[src/rtl/ecgm_pkg.sv]
package ecgm_pkg;

  localparam int REG_COUNT   = 26;
  localparam int ADDR_W      = 5;
  localparam int FRAME_BYTES = 27;
  localparam int IDX_W       = $clog2(FRAME_BYTES + 1);
  localparam int SYNC_STAGES = 2;

  localparam logic [7:0] OP_WAKE  = 8'h02;
  localparam logic [7:0] OP_SLEEP = 8'h04;
  localparam logic [7:0] OP_RESET = 8'h06;
  localparam logic [7:0] OP_START = 8'h10;
  localparam logic [7:0] OP_STOP  = 8'h11;
  localparam logic [2:0] OP_RREG_HI = 3'b001;
  localparam logic [2:0] OP_WREG_HI = 3'b010;
  localparam logic [7:0] ID_VALUE = 8'hD2;

  typedef enum logic [1:0] {SRC_ZERO, SRC_REG, SRC_FRAME} txSrc_e;
  typedef enum logic [1:0] {PWR_ON, PWR_ENTER, PWR_SLEEP, PWR_WAKE} pwr_e;

  typedef struct packed {
    logic              loadTx;
    logic              shiftTx;
    logic              csActive;
    txSrc_e            txSrc;
    logic [ADDR_W-1:0] regAddr;
    logic [IDX_W-1:0]  frameIdx;
    logic              regWr;
    logic [7:0]        wrData;
    logic              regReset;
    logic              frameLatch;
    logic              sampleClr;
  } ctrlStb_t;

  function automatic logic [7:0] regDefault(input logic [ADDR_W-1:0] a);
    return (a == '0) ? ID_VALUE : (8'h40 | {{(8-ADDR_W){1'b0}}, a});
  endfunction

  function automatic logic [7:0] frameByte(input logic [IDX_W-1:0] idx,
                                           input logic [7:0] s);
    logic [IDX_W-1:0] off;
    logic [2:0]       ch;
    logic [1:0]       part;
    off  = idx - IDX_W'(3);
    ch   = 3'(off / IDX_W'(3));
    part = 2'(off % IDX_W'(3));
    if (idx == IDX_W'(0))                return 8'hC0;
    else if (idx == IDX_W'(1))           return 8'h00;
    else if (idx == IDX_W'(2))           return s;
    else if (idx >= IDX_W'(FRAME_BYTES)) return 8'h00;
    else begin
      case (part)
        2'd0:    return 8'hA0 | {5'b0, ch};
        2'd1:    return s;
        default: return {1'b0, ch, 4'h5};
      endcase
    end
  endfunction

endpackage

[src/rtl/ecgm_ctrl.sv]
module ecgm_ctrl
  import ecgm_pkg::*;
#(
  parameter int SAMPLE_PERIOD = 5000,
  parameter int ENTER_LAT     = 300,
  parameter int WAKE_LAT      = 600
) (
  input  logic     clk,
  input  logic     rstN,
  input  logic     spiClk,
  input  logic     spiCsN,
  input  logic     spiMosi,
  output logic     dataReadyN,
  output ctrlStb_t stb
);
  localparam int SP_W    = $clog2(SAMPLE_PERIOD);
  localparam int LAT_MAX = (ENTER_LAT > WAKE_LAT) ? ENTER_LAT : WAKE_LAT;
  localparam int LAT_W   = $clog2(LAT_MAX + 1);

  typedef enum logic [1:0] {PH_OP, PH_CNT, PH_RD, PH_WR} phase_e;

  logic [SYNC_STAGES:0]   sclkPipe;
  logic [SYNC_STAGES-1:0] csPipe;
  logic [SYNC_STAGES-1:0] mosiPipe;
  logic csHigh, sclkRise, sclkFall, byteDone, opAccept, isRegOp, readyPulse;
  logic [7:0] rxByte;
  logic [6:0] rxSh;
  logic [2:0] bitCnt;
  phase_e phase;
  logic isRead, streaming;
  logic [ADDR_W-1:0] addr;
  logic [7:0] remain;
  logic [IDX_W-1:0] frameIdx;
  pwr_e pwr;
  logic [LAT_W-1:0] latCnt;
  logic [SP_W-1:0] spCnt;

  always_ff @(posedge clk or negedge rstN)
    if (!rstN) begin
      sclkPipe <= '0;
      csPipe   <= '1;
      mosiPipe <= '0;
    end else begin
      sclkPipe <= {sclkPipe[SYNC_STAGES-1:0], spiClk};
      csPipe   <= {csPipe[SYNC_STAGES-2:0], spiCsN};
      mosiPipe <= {mosiPipe[SYNC_STAGES-2:0], spiMosi};
    end

  always_comb begin
    csHigh     = csPipe[SYNC_STAGES-1];
    sclkRise   = sclkPipe[SYNC_STAGES-1] & ~sclkPipe[SYNC_STAGES];
    sclkFall   = ~sclkPipe[SYNC_STAGES-1] & sclkPipe[SYNC_STAGES];
    rxByte     = {rxSh, mosiPipe[SYNC_STAGES-1]};
    byteDone   = !csHigh && sclkFall && (bitCnt == 3'd7);
    opAccept   = byteDone && (phase == PH_OP) && (pwr == PWR_ON);
    isRegOp    = (rxByte[7:5] == OP_RREG_HI) || (rxByte[7:5] == OP_WREG_HI);
    readyPulse = streaming && (pwr == PWR_ON) && (spCnt == SP_W'(SAMPLE_PERIOD - 1));
  end

  // serial framing and command sequencing
  always_ff @(posedge clk or negedge rstN)
    if (!rstN) begin
      rxSh <= '0; bitCnt <= '0; phase <= PH_OP; isRead <= 1'b0;
      addr <= '0; remain <= '0; frameIdx <= '0; streaming <= 1'b0;
    end else if (csHigh) begin
      bitCnt <= '0; phase <= PH_OP; frameIdx <= '0;
    end else begin
      if (sclkFall) begin
        rxSh   <= rxByte[6:0];
        bitCnt <= bitCnt + 3'd1;
      end
      if (sclkRise && bitCnt == 3'd0 && phase == PH_OP && streaming &&
          frameIdx < IDX_W'(FRAME_BYTES))
        frameIdx <= frameIdx + IDX_W'(1);
      if (byteDone) begin
        unique case (phase)
          PH_OP: if (opAccept) begin
            if (isRegOp) begin
              addr   <= rxByte[ADDR_W-1:0];
              isRead <= (rxByte[7:5] == OP_RREG_HI);
              phase  <= PH_CNT;
            end else if (rxByte == OP_START)
              streaming <= 1'b1;
            else if (rxByte == OP_STOP || rxByte == OP_RESET)
              streaming <= 1'b0;
          end
          PH_CNT: begin
            remain <= rxByte;
            phase  <= isRead ? PH_RD : PH_WR;
          end
          default: begin
            addr <= addr + ADDR_W'(1);
            if (remain == 8'd0) phase <= PH_OP;
            else remain <= remain - 8'd1;
          end
        endcase
      end
    end

  // power state with entry and wake latencies
  always_ff @(posedge clk or negedge rstN)
    if (!rstN) begin
      pwr <= PWR_ON; latCnt <= '0;
    end else begin
      unique case (pwr)
        PWR_ON: if (opAccept && rxByte == OP_SLEEP) begin
          pwr <= PWR_ENTER; latCnt <= LAT_W'(ENTER_LAT - 1);
        end
        PWR_SLEEP: if (byteDone && phase == PH_OP && rxByte == OP_WAKE) begin
          pwr <= PWR_WAKE; latCnt <= LAT_W'(WAKE_LAT - 1);
        end
        default: begin
          if (latCnt == '0) pwr <= (pwr == PWR_ENTER) ? PWR_SLEEP : PWR_ON;
          else latCnt <= latCnt - LAT_W'(1);
        end
      endcase
    end

  // sample period timer and data-ready strobe
  always_ff @(posedge clk or negedge rstN)
    if (!rstN) begin
      spCnt <= '0; dataReadyN <= 1'b1;
    end else begin
      dataReadyN <= !readyPulse;
      if (!(streaming && pwr == PWR_ON) || readyPulse) spCnt <= '0;
      else spCnt <= spCnt + SP_W'(1);
    end

  always_comb begin
    stb            = '0;
    stb.csActive   = !csHigh;
    stb.loadTx     = !csHigh && sclkRise && (bitCnt == 3'd0);
    stb.shiftTx    = !csHigh && sclkRise && (bitCnt != 3'd0);
    stb.txSrc      = (phase == PH_RD) ? SRC_REG :
                     ((phase == PH_OP && streaming) ? SRC_FRAME : SRC_ZERO);
    stb.regAddr    = addr;
    stb.frameIdx   = frameIdx;
    stb.regWr      = byteDone && (phase == PH_WR);
    stb.wrData     = rxByte;
    stb.regReset   = opAccept && (rxByte == OP_RESET);
    stb.frameLatch = readyPulse;
    stb.sampleClr  = opAccept && (rxByte == OP_START || rxByte == OP_RESET);
  end

  p_pulse_width_r7: assert property (@(posedge clk) disable iff (!rstN)
    !dataReadyN |=> dataReadyN);
  p_ready_awake_r9: assert property (@(posedge clk) disable iff (!rstN)
    !dataReadyN |-> $past(pwr) == PWR_ON);
  p_sleep_no_effect_r10: assert property (@(posedge clk) disable iff (!rstN)
    (pwr == PWR_SLEEP || pwr == PWR_WAKE) |-> !(stb.regWr || stb.regReset || stb.sampleClr));
  p_cs_realign_r2: assert property (@(posedge clk) disable iff (!rstN)
    csHigh |=> (bitCnt == 3'd0) && (phase == PH_OP));

endmodule

[src/rtl/ecgm_dp.sv]
module ecgm_dp
  import ecgm_pkg::*;
(
  input  logic     clk,
  input  logic     rstN,
  input  ctrlStb_t stb,
  output logic     miso
);
  logic [7:0] regs [REG_COUNT];
  logic [7:0] sampleCnt, frameSample, txSh, txByte;

  always_ff @(posedge clk or negedge rstN)
    if (!rstN) begin
      for (int a = 0; a < REG_COUNT; a++) regs[a] <= regDefault(ADDR_W'(a));
    end else if (stb.regReset) begin
      for (int a = 0; a < REG_COUNT; a++) regs[a] <= regDefault(ADDR_W'(a));
    end else if (stb.regWr && stb.regAddr != '0 && int'(stb.regAddr) < REG_COUNT) begin
      regs[stb.regAddr] <= stb.wrData;
    end

  always_ff @(posedge clk or negedge rstN)
    if (!rstN) begin
      sampleCnt <= '0; frameSample <= '0;
    end else if (stb.sampleClr) begin
      sampleCnt <= '0;
    end else if (stb.frameLatch) begin
      frameSample <= sampleCnt;
      sampleCnt   <= sampleCnt + 8'd1;
    end

  always_comb
    unique case (stb.txSrc)
      SRC_REG:   txByte = (int'(stb.regAddr) < REG_COUNT) ? regs[stb.regAddr] : 8'h00;
      SRC_FRAME: txByte = frameByte(stb.frameIdx, frameSample);
      default:   txByte = 8'h00;
    endcase

  always_ff @(posedge clk or negedge rstN)
    if (!rstN)             txSh <= '0;
    else if (!stb.csActive) txSh <= '0;
    else if (stb.loadTx)   txSh <= txByte;
    else if (stb.shiftTx)  txSh <= {txSh[6:0], 1'b0};

  assign miso = stb.csActive & txSh[7];

  p_id_fixed_r5: assert property (@(posedge clk) disable iff (!rstN)
    (stb.regWr && stb.regAddr == '0) |=> regs[0] == ID_VALUE);
  p_default_restore_r6: assert property (@(posedge clk) disable iff (!rstN)
    stb.regReset |=> regs[REG_COUNT-1] == regDefault(ADDR_W'(REG_COUNT-1)));

endmodule

[src/rtl/ecgm_spi_mock.sv]
module ecgm_spi_mock
  import ecgm_pkg::*;
#(
  parameter int SAMPLE_PERIOD = 5000,
  parameter int ENTER_LAT     = 300,
  parameter int WAKE_LAT      = 600
) (
  input  logic clk,
  input  logic rstN,
  input  logic spiClk,
  input  logic spiCsN,
  input  logic spiMosi,
  output logic spiMiso,
  output logic dataReadyN
);
  ctrlStb_t stb;

  ecgm_ctrl #(
    .SAMPLE_PERIOD(SAMPLE_PERIOD),
    .ENTER_LAT(ENTER_LAT),
    .WAKE_LAT(WAKE_LAT)
  ) i_ctrl (
    .clk(clk), .rstN(rstN), .spiClk(spiClk), .spiCsN(spiCsN),
    .spiMosi(spiMosi), .dataReadyN(dataReadyN), .stb(stb)
  );

  ecgm_dp i_dp (
    .clk(clk), .rstN(rstN), .stb(stb), .miso(spiMiso)
  );

endmodule

[config.mk]
export PLATFORM = sky130hd
export DESIGN_NAME = ecgm_spi_mock
export DESIGN_NICKNAME = d
export VERILOG_FILES = /design/src/rtl/ecgm_pkg.sv /design/src/rtl/ecgm_ctrl.sv /design/src/rtl/ecgm_dp.sv /design/src/rtl/ecgm_spi_mock.sv
export SDC_FILE = /design/constraint.sdc
export NUM_CORES = 1
export LEC_CHECK = 0
export CAP_MARGIN = 5
export CORE_MARGIN = 1.5
export CORE_UTILIZATION = 45
export CTS_CLUSTER_SIZE = 12
export DETAILED_ROUTE_END_ITERATION = 12
export DONT_BUFFER_PORTS = 1
export GPL_TIMING_DRIVEN = 0
export PLACE_DENSITY = 0.68
export SYNTH_ARGS = -nofsm -noshare
export SYNTH_HDL_FRONTEND = slang
export SYNTH_SLANG_ARGS = --single-unit
[constraint.sdc]
create_clock -name clk -period 7.5 [get_ports clk]
set_clock_uncertainty 0.15 [all_clocks]
set_input_delay 0.375 -clock clk [delete_from_list [all_inputs] [get_ports clk]]
set_output_delay 0.375 -clock clk [all_outputs]
set_load 0.02 [all_outputs]
==> run_results.csv, run 1 <==
group,metric,value,unit
final_layout,num_antenna_cells,0,
final_layout,syn2layout_area_growth,11.15,%
drt,ant_nets,0,
final_layout,design_area,16400,um^2
placement,io_buffers,0,
synthesis,async_flop_share,100.0,%
grt,grt_max_degree,298,
floorplan,coreArea,32370,um^2
synthesis,synth_common_cells,"208 x dfrtp_1, 137 x nor2_1, 132 x nand2_1, 120 x a22o_1, 89 x dfstp_2",
critical_path,crit_path_cell_trace,"clkbuf_1 -> clkbuf_1 -> buf_1 -> inv_1 -> ha_1 -> a211oi_4 -> nand2_1 -> nor2_1 -> nor2_1 -> a22o_1",
synthesis,ys_warn_count,0,
critical_path,r2r_cells,10,
synthesis,synth_top_area_share,35.28,%
outcome,status,"completed",
floorplan,io-pin-count,7,
drt,wl_per_cell,22.64,um
synthesis,yosysMostFrequentCell,"dfrtp_1",
clock_tree,h-tree-depth,1,
sta,min_period_over_period,65.80,%
clock_tree,cts-root-buf,"clkbuf_16",
clock_tree,cts.sink_count,297,
synthesis,synthXorXnorAreaFrac,1.306,%
sta,hold_slack,197.4,ps
grt,grt_pass1_vias,11200,
sta,rsz0062_at_grt,"no",
critical_path,regToRegStartpoint,"i_ctrl.addr[1]",
synthesis,ys_seq_elements,297,
worst_hold_path,holdPathStages,0,
drt,vias,11398,
grt,grt_pass1_wl,65050,um
job,drv_cap,0,
synthesis,syn_inst,1319,
placement,place_congestion,0.9491,
pwr,power_leakage,6.794,nW
sta,finalSetupViolations,0,
synthesis,synthAdderAreaFrac,1.696,%
critical_path,start_kind,"register",
clock_tree,clk_pin_slew,70,ps
worst_hold_path,min_to,"i_ctrl.mosiPipe[1]",
critical_path,r2r-end,"i_dp.regs[165]",
critical_path,end_kind,"register",
sta,worst_pin_slew,1224,ps
sta,finalHoldViolCount,0,
synthesis,netlist_area,14750,um^2
clock_tree,clk_latency,600,ps
critical_path,path_delay_family,"buffers and inverters",
sta,fin_crit,4935,ps
synthesis,avgSynthCellArea,11.18,um^2
sta,fmax,202.6,MHz
synthesis,synth_cell_type_count,81,
final_layout,drive_gt1_share,17.72,%
critical_path,path_class,"register to register",
synthesis,synth_edf_count,0,
synthesis,synth_top_family_by_area,"compound AO/OA/AOI/OAI gates",
worst_hold_path,hp-class,"register to register",
synthesis,synth_area_leaders,"dfrtp_1 35%, dfstp_2 16%, mux4_2 7.6%, a22o_1 7.1%, o22a_1 3.7%",
critical_path,crit_arrival,5260,ps
clock_tree,cts_max_path_buffers,3,
drt,wirelength,41310,um
critical_path,crit_required,7830,ps
drt,vias_per_cell,6.245,
drt,drc_errors,0,
synthesis,yosysTopAreaCell,"dfrtp_1",
synthesis,synth_compound_area_share,19.92,%
synthesis,yosys.area_share.simple,13.00,%
pwr,pwr_density_cell,224.9,nW/um^2
synthesis,syn_nets,1344,
critical_path,cp_max_fo,10,
placement,dp_hpwl,28420,um
critical_path,critPathBufInv,4,
sta,relSlewSlack,18.25,%
grt,overflow,0,
floorplan,start_util,45.57,%
grt,track_usage,24.99,%
critical_path,r2r_slack,2560,ps
synthesis,synthFlopType,"dfrtp_1",
critical_path,slowest_delay,710,ps
floorplan,die_h,184.1,um
clock_tree,post-cts-setup-buffers,0,
grt,antenna_found_initial,1,
worst_hold_path,min_from,"i_ctrl.mosiPipe[0]",
final_layout,final_nets,1383,
placement,dpl_cell_area,15310,um^2
sta,setup_tns,0,ps
floorplan,die-area,33880,um^2
pwr,ir_drop,0.1824,mV
synthesis,yosysSeqAreaShare,51.13,%
clock_tree,cts_tree,"built",
drt,dr.pass1.iters,6,
floorplan,core.rowCount,66,
critical_path,critPathSlowestCell,"buf_1",
final_layout,finish.utilization,50.66,%
synthesis,synthMuxAreaShare,9.965,%
floorplan,fp.dieW,184.1,um
sta,drv_slew,0,
drt,drt-initial-drc-count,1100,
clock_tree,numCtsBuffers,31,
## where the power goes
part	leakage, nW	total [mW]	internal (mW)	switching [mW]
Combinational	2.54	0.474	0.122	0.352
Sequential	3.77	1.70	1.65	0.0428
Clock	0.485	1.52	0.872	0.644
Total	6.79	3.69	2.65	1.04
## metrics by stage
step           setup slack, ps  instances  power, mW
2_1_floorplan             3947       1319      1.992
3_3_place_gp              2847       1761      2.135
3_5_place_dp              2771       1761      2.148
4_1_cts                   2749       1824      3.695
5_1_grt                   2391       1825      3.824
6_report                  2565       1825      3.688
## sequential cells by signal, indices dropped and copies added (netlist names)
signal             cells
i_ctrl.isRead          1
i_ctrl.phase           2
i_ctrl.addr            5
i_ctrl.dataReadyN      1
i_dp.regs            208
i_ctrl.sclkPipe        3
i_ctrl.streaming       1
i_dp.txSh              8
i_ctrl.latCnt         10
i_dp.sampleCnt         8
i_ctrl.bitCnt          3
i_ctrl.spCnt          13
i_ctrl.remain          8
i_ctrl.pwr             2
i_ctrl.rxSh            7
i_ctrl.csPipe          2
i_dp.frameSample       8
i_ctrl.frameIdx        5
i_ctrl.mosiPipe        2
## metal layers
layer / vias up / global-route usage (%) / part of all wire, %
li1: 5009 / - / -
met1: 5827 / 34.22 / 43
met2: 472 / 39.36 / 45
met3: 90 / 5.626 / 7.5
met4: 0 / 8.262 / 3.9
met5: - / 0 / 0
## timing repair
action,4_1_cts,5_1_grt
hold buffers,5,0
endpoints found under the hold margin,300,0
resized for setup,0,0
## cells in the final DEF, fill, tap and decap left out, types with 28 or more instances in the layout
| cell type | Yosys | layout |
|---|---|---|
| a21oi_1 | 42 | 42 |
| dfstp_2 | 89 | 89 |
| o22a_1 | 62 | 62 |
| inv_1 | 28 | 28 |
| mux4_2 | 50 | 50 |
| dfrtp_1 | 208 | 208 |
| nand2_1 | 132 | 132 |
| clkbuf_1 | 63 | 77 |
| nor2_1 | 137 | 137 |
| a22o_1 | 120 | 120 |
| o21ai_0 | 52 | 52 |
| clkbuf_16 | 0 | 31 |
## worst max-delay path by stage
stage | start | endpoint | slack, ps | cells past startpoint
floorplan | i_ctrl.frameIdx[0] | i_dp.txSh[2] | 3950 | 13
CTS | i_ctrl.addr[1] | i_dp.regs[167] | 2750 | 10
global route | i_ctrl.addr[1] | i_dp.regs[196] | 2390 | 10
finish | i_ctrl.addr[1] | i_dp.regs[165] | 2560 | 10
global placement | i_ctrl.addr[1] | i_dp.regs[194] | 2850 | 10
detailed placement | i_ctrl.addr[1] | i_dp.regs[197] | 2770 | 10
## logic make-up (layout without fill, tap and decap cells)
family                   count (synthesis)  after routing
AO/OA/AOI/OAI                          379            379
XOR/XNOR                                22             22
adder cells (fa/ha/maj)                 20             20
buffers and inverters                  111            175
flip-flops                             297            297
multiplexers                            82             82
AND/OR/NAND/NOR                        408            408
## cell type report
cell class / instances / area [um^2]
Buffer: 81 / 326.6
Fill cell: 2926 / 15970
Sequential cell: 297 / 7543
Clock buffer: 52 / 924.6
Timing Repair Buffer: 6 / 95.09
Tap cell: 442 / 553.0
Clock inverter: 6 / 72.57
Multi-Input combinational cell: 911 / 6770
Inverter: 30 / 112.6
Power figures use the tool's default switching activity.
==> inputs of run 2 (changes only) <==
clock period = 5.15 ns   (was 7.5 ns; I/O delays follow)
==> run_results.csv, run 2 (synthesized netlist as in run 1, its figures left out) <==
group,metric,value,unit
clock_tree,cts-resized-gates,0,
floorplan,die_h,184.1,um
final_layout,largestRegisters,"i_dp.regs: 208 flops, i_ctrl.spCnt: 13 flops, i_ctrl.latCnt: 10 flops",
floorplan,coreArea,32370,um^2
pwr,ir_drop,0.2654,mV
final_layout,final_cell_mix,"208 x dfrtp_1, 137 x nor2_1, 132 x nand2_1",
floorplan,fp.dieW,184.1,um
sta,finalHoldViolCount,295,
final_layout,finish.utilization,50.46,%
critical_path,critPathSlowestCell,"clkbuf_1",
floorplan,io-pin-count,7,
final_layout,design_area,16330,um^2
critical_path,regToRegStartpoint,"i_ctrl.addr[1]",
grt,track_usage,24.97,%
sta,worst_pin_slew,1250,ps
drt,wl_per_cell,22.53,um
pwr,switchingPower,1.458,mW
critical_path,r2r_slack,240,ps
sta,relSlewSlack,16.49,%
floorplan,die-area,33880,um^2
grt,grt_max_degree,298,
sta,fmax,203.9,MHz
critical_path,slowest_delay,680,ps
clock_tree,post-cts-setup-buffers,0,
placement,dp_hpwl,28420,um
final_layout,largest_reg_flops,208,
placement,io_buffers,0,
critical_path,crit_path_cell_trace,"clkbuf_1 -> clkbuf_1 -> buf_1 -> inv_1 -> ha_1 -> a211oi_4 -> nand2_1 -> nor2_1 -> nor2_1 -> a22o_1",
worst_hold_path,hp-class,"input pin to async pin",
sta,finalSetupViolations,0,
final_layout,final_nets,1380,
drt,vias,11349,
final_layout,final_common_cell,"dfrtp_1",
clock_tree,cts_max_path_buffers,3,
pwr,seqPwrFrac,46.5,%
clock_tree,hold_buffers,3,
placement,dpl_cell_area,15310,um^2
drt,drc_errors,0,
grt,overflow,0,
grt,antenna_found_initial,1,
critical_path,crit_arrival,5230,ps
sta,drv_slew,0,
sta,setup_tns,0,ps
sta,rsz0062_at_grt,"no",
outcome,violations,"hold timing",
drt,vias_per_cell,6.229,
pwr,combPwrFrac,12.0,%
pwr,netSwitchingFraction,27.46,%
drt,dr.pass1.iters,6,
drt,ant_nets,0,
sta,fin_crit,4905,ps
clock_tree,clk_pin_slew,70,ps
critical_path,end_kind,"register",
clock_tree,cts-root-buf,"clkbuf_16",
sta,min_period_over_period,95.24,%
pwr,pwr_density_cell,325.1,nW/um^2
placement,place_congestion,0.9491,
clock_tree,cts.sink_count,297,
grt,grt_pass1_wl,65010,um
job,drv_cap,0,
final_layout,num_antenna_cells,0,
clock_tree,clk_latency,600,ps
pwr,power_leakage,6.765,nW
critical_path,r2r-end,"i_dp.regs[165]",
clock_tree,h-tree-depth,1,
critical_path,crit_required,5480,ps
critical_path,path_class,"register to register",
pwr,power_frac_clock,41.5,%
drt,wirelength,41050,um
grt,grt_pass1_vias,11187,
final_layout,top_register,"i_dp.regs",
final_layout,syn2layout_area_growth,10.71,%
final_layout,drive_gt1_share,17.61,%
drt,drt-initial-drc-count,1158,
clock_tree,cts_tree,"built",
critical_path,start_kind,"register",
critical_path,r2r_cells,10,
sta,hold_slack,-753.0,ps
clock_tree,numCtsBuffers,31,
outcome,status,"finished, violations left",
floorplan,core.rowCount,66,
critical_path,cp_max_fo,10,
floorplan,start_util,45.57,%
pwr,p_int,3.852,mW
[run 2: cell types whose count changed in the layout (fill, tap and decap cells not counted)]
cell,before,now
buf_16,2,0
dlygate4sd3_1,4,3
[run 2: area by class of cell]
class                   count  area, um^2
fillers                  2932       16040
flip-flops and latches    297        7543
multi-input cells         911        6770
clock buffers              52       924.6
well taps                 442       553.0
plain buffers              81       326.6
inverters                  30       112.6
clock inverters             6       72.57
repair buffers              3       30.03
[run 2: power groups by stage]
| stage | logic (mW) | clock network, mW | registers [mW] |
|---|---|---|---|
| global placement | 0.602 | 0 | 2.51 |
| CTS | 0.624 | 2.24 | 2.47 |
| global route | 0.692 | 2.33 | 2.48 |
| finish | 0.637 | 2.20 | 2.47 |
| floorplan | 0.406 | 0 | 2.49 |
| detailed placement | 0.620 | 0 | 2.51 |
[run 2: layer usage]
| metal | vias up | routed length, um | GRT usage, % |
|---|---|---|---|
| met5 | - | 0 | 0 |
| met4 | 0 | 1578 | 8.361 |
| met3 | 100 | 3238 | 5.586 |
| met2 | 451 | 18820 | 39.29 |
| met1 | 5796 | 17420 | 34.22 |
| li1 | 5002 | - | - |
[run 2: per-stage QoR]
step                      total power, mW  worst slack [ps]  hold slack, ps  cells
final                               5.310             244.9          -753.0   1822
after global routing                5.509             40.88          -775.2   1822
after CTS                           5.331             399.3          -782.9   1822
after detailed placement            3.129             420.5          -172.6   1761
after global placement              3.109             496.7          -172.0   1761
after floorplan                     2.901              1597          -188.1   1319
[run 2: worst max path at each step]
stage                        from             end  slack [ps]  cells past startpoint
2_1_floorplan  i_ctrl.frameIdx[0]    i_dp.txSh[2]        1600                     13
3_3_place_gp       i_ctrl.addr[1]  i_dp.regs[194]         500                     10
3_5_place_dp       i_ctrl.addr[1]  i_dp.regs[197]         420                     10
4_1_cts            i_ctrl.addr[1]  i_dp.regs[167]         400                     10
5_1_grt            i_ctrl.addr[1]  i_dp.regs[196]          40                     10
6_report           i_ctrl.addr[1]  i_dp.regs[165]         240                     10
[run 2: worst max-delay path, delay by kind of cell (launching register included)]
family,cells,cell delay [ps]
buffers and inverters,4,2000
and+or+nand+nor,3,1290
AOI/OAI and AO/OA,2,640
DFF,1,400
adders and majority gates,1,300
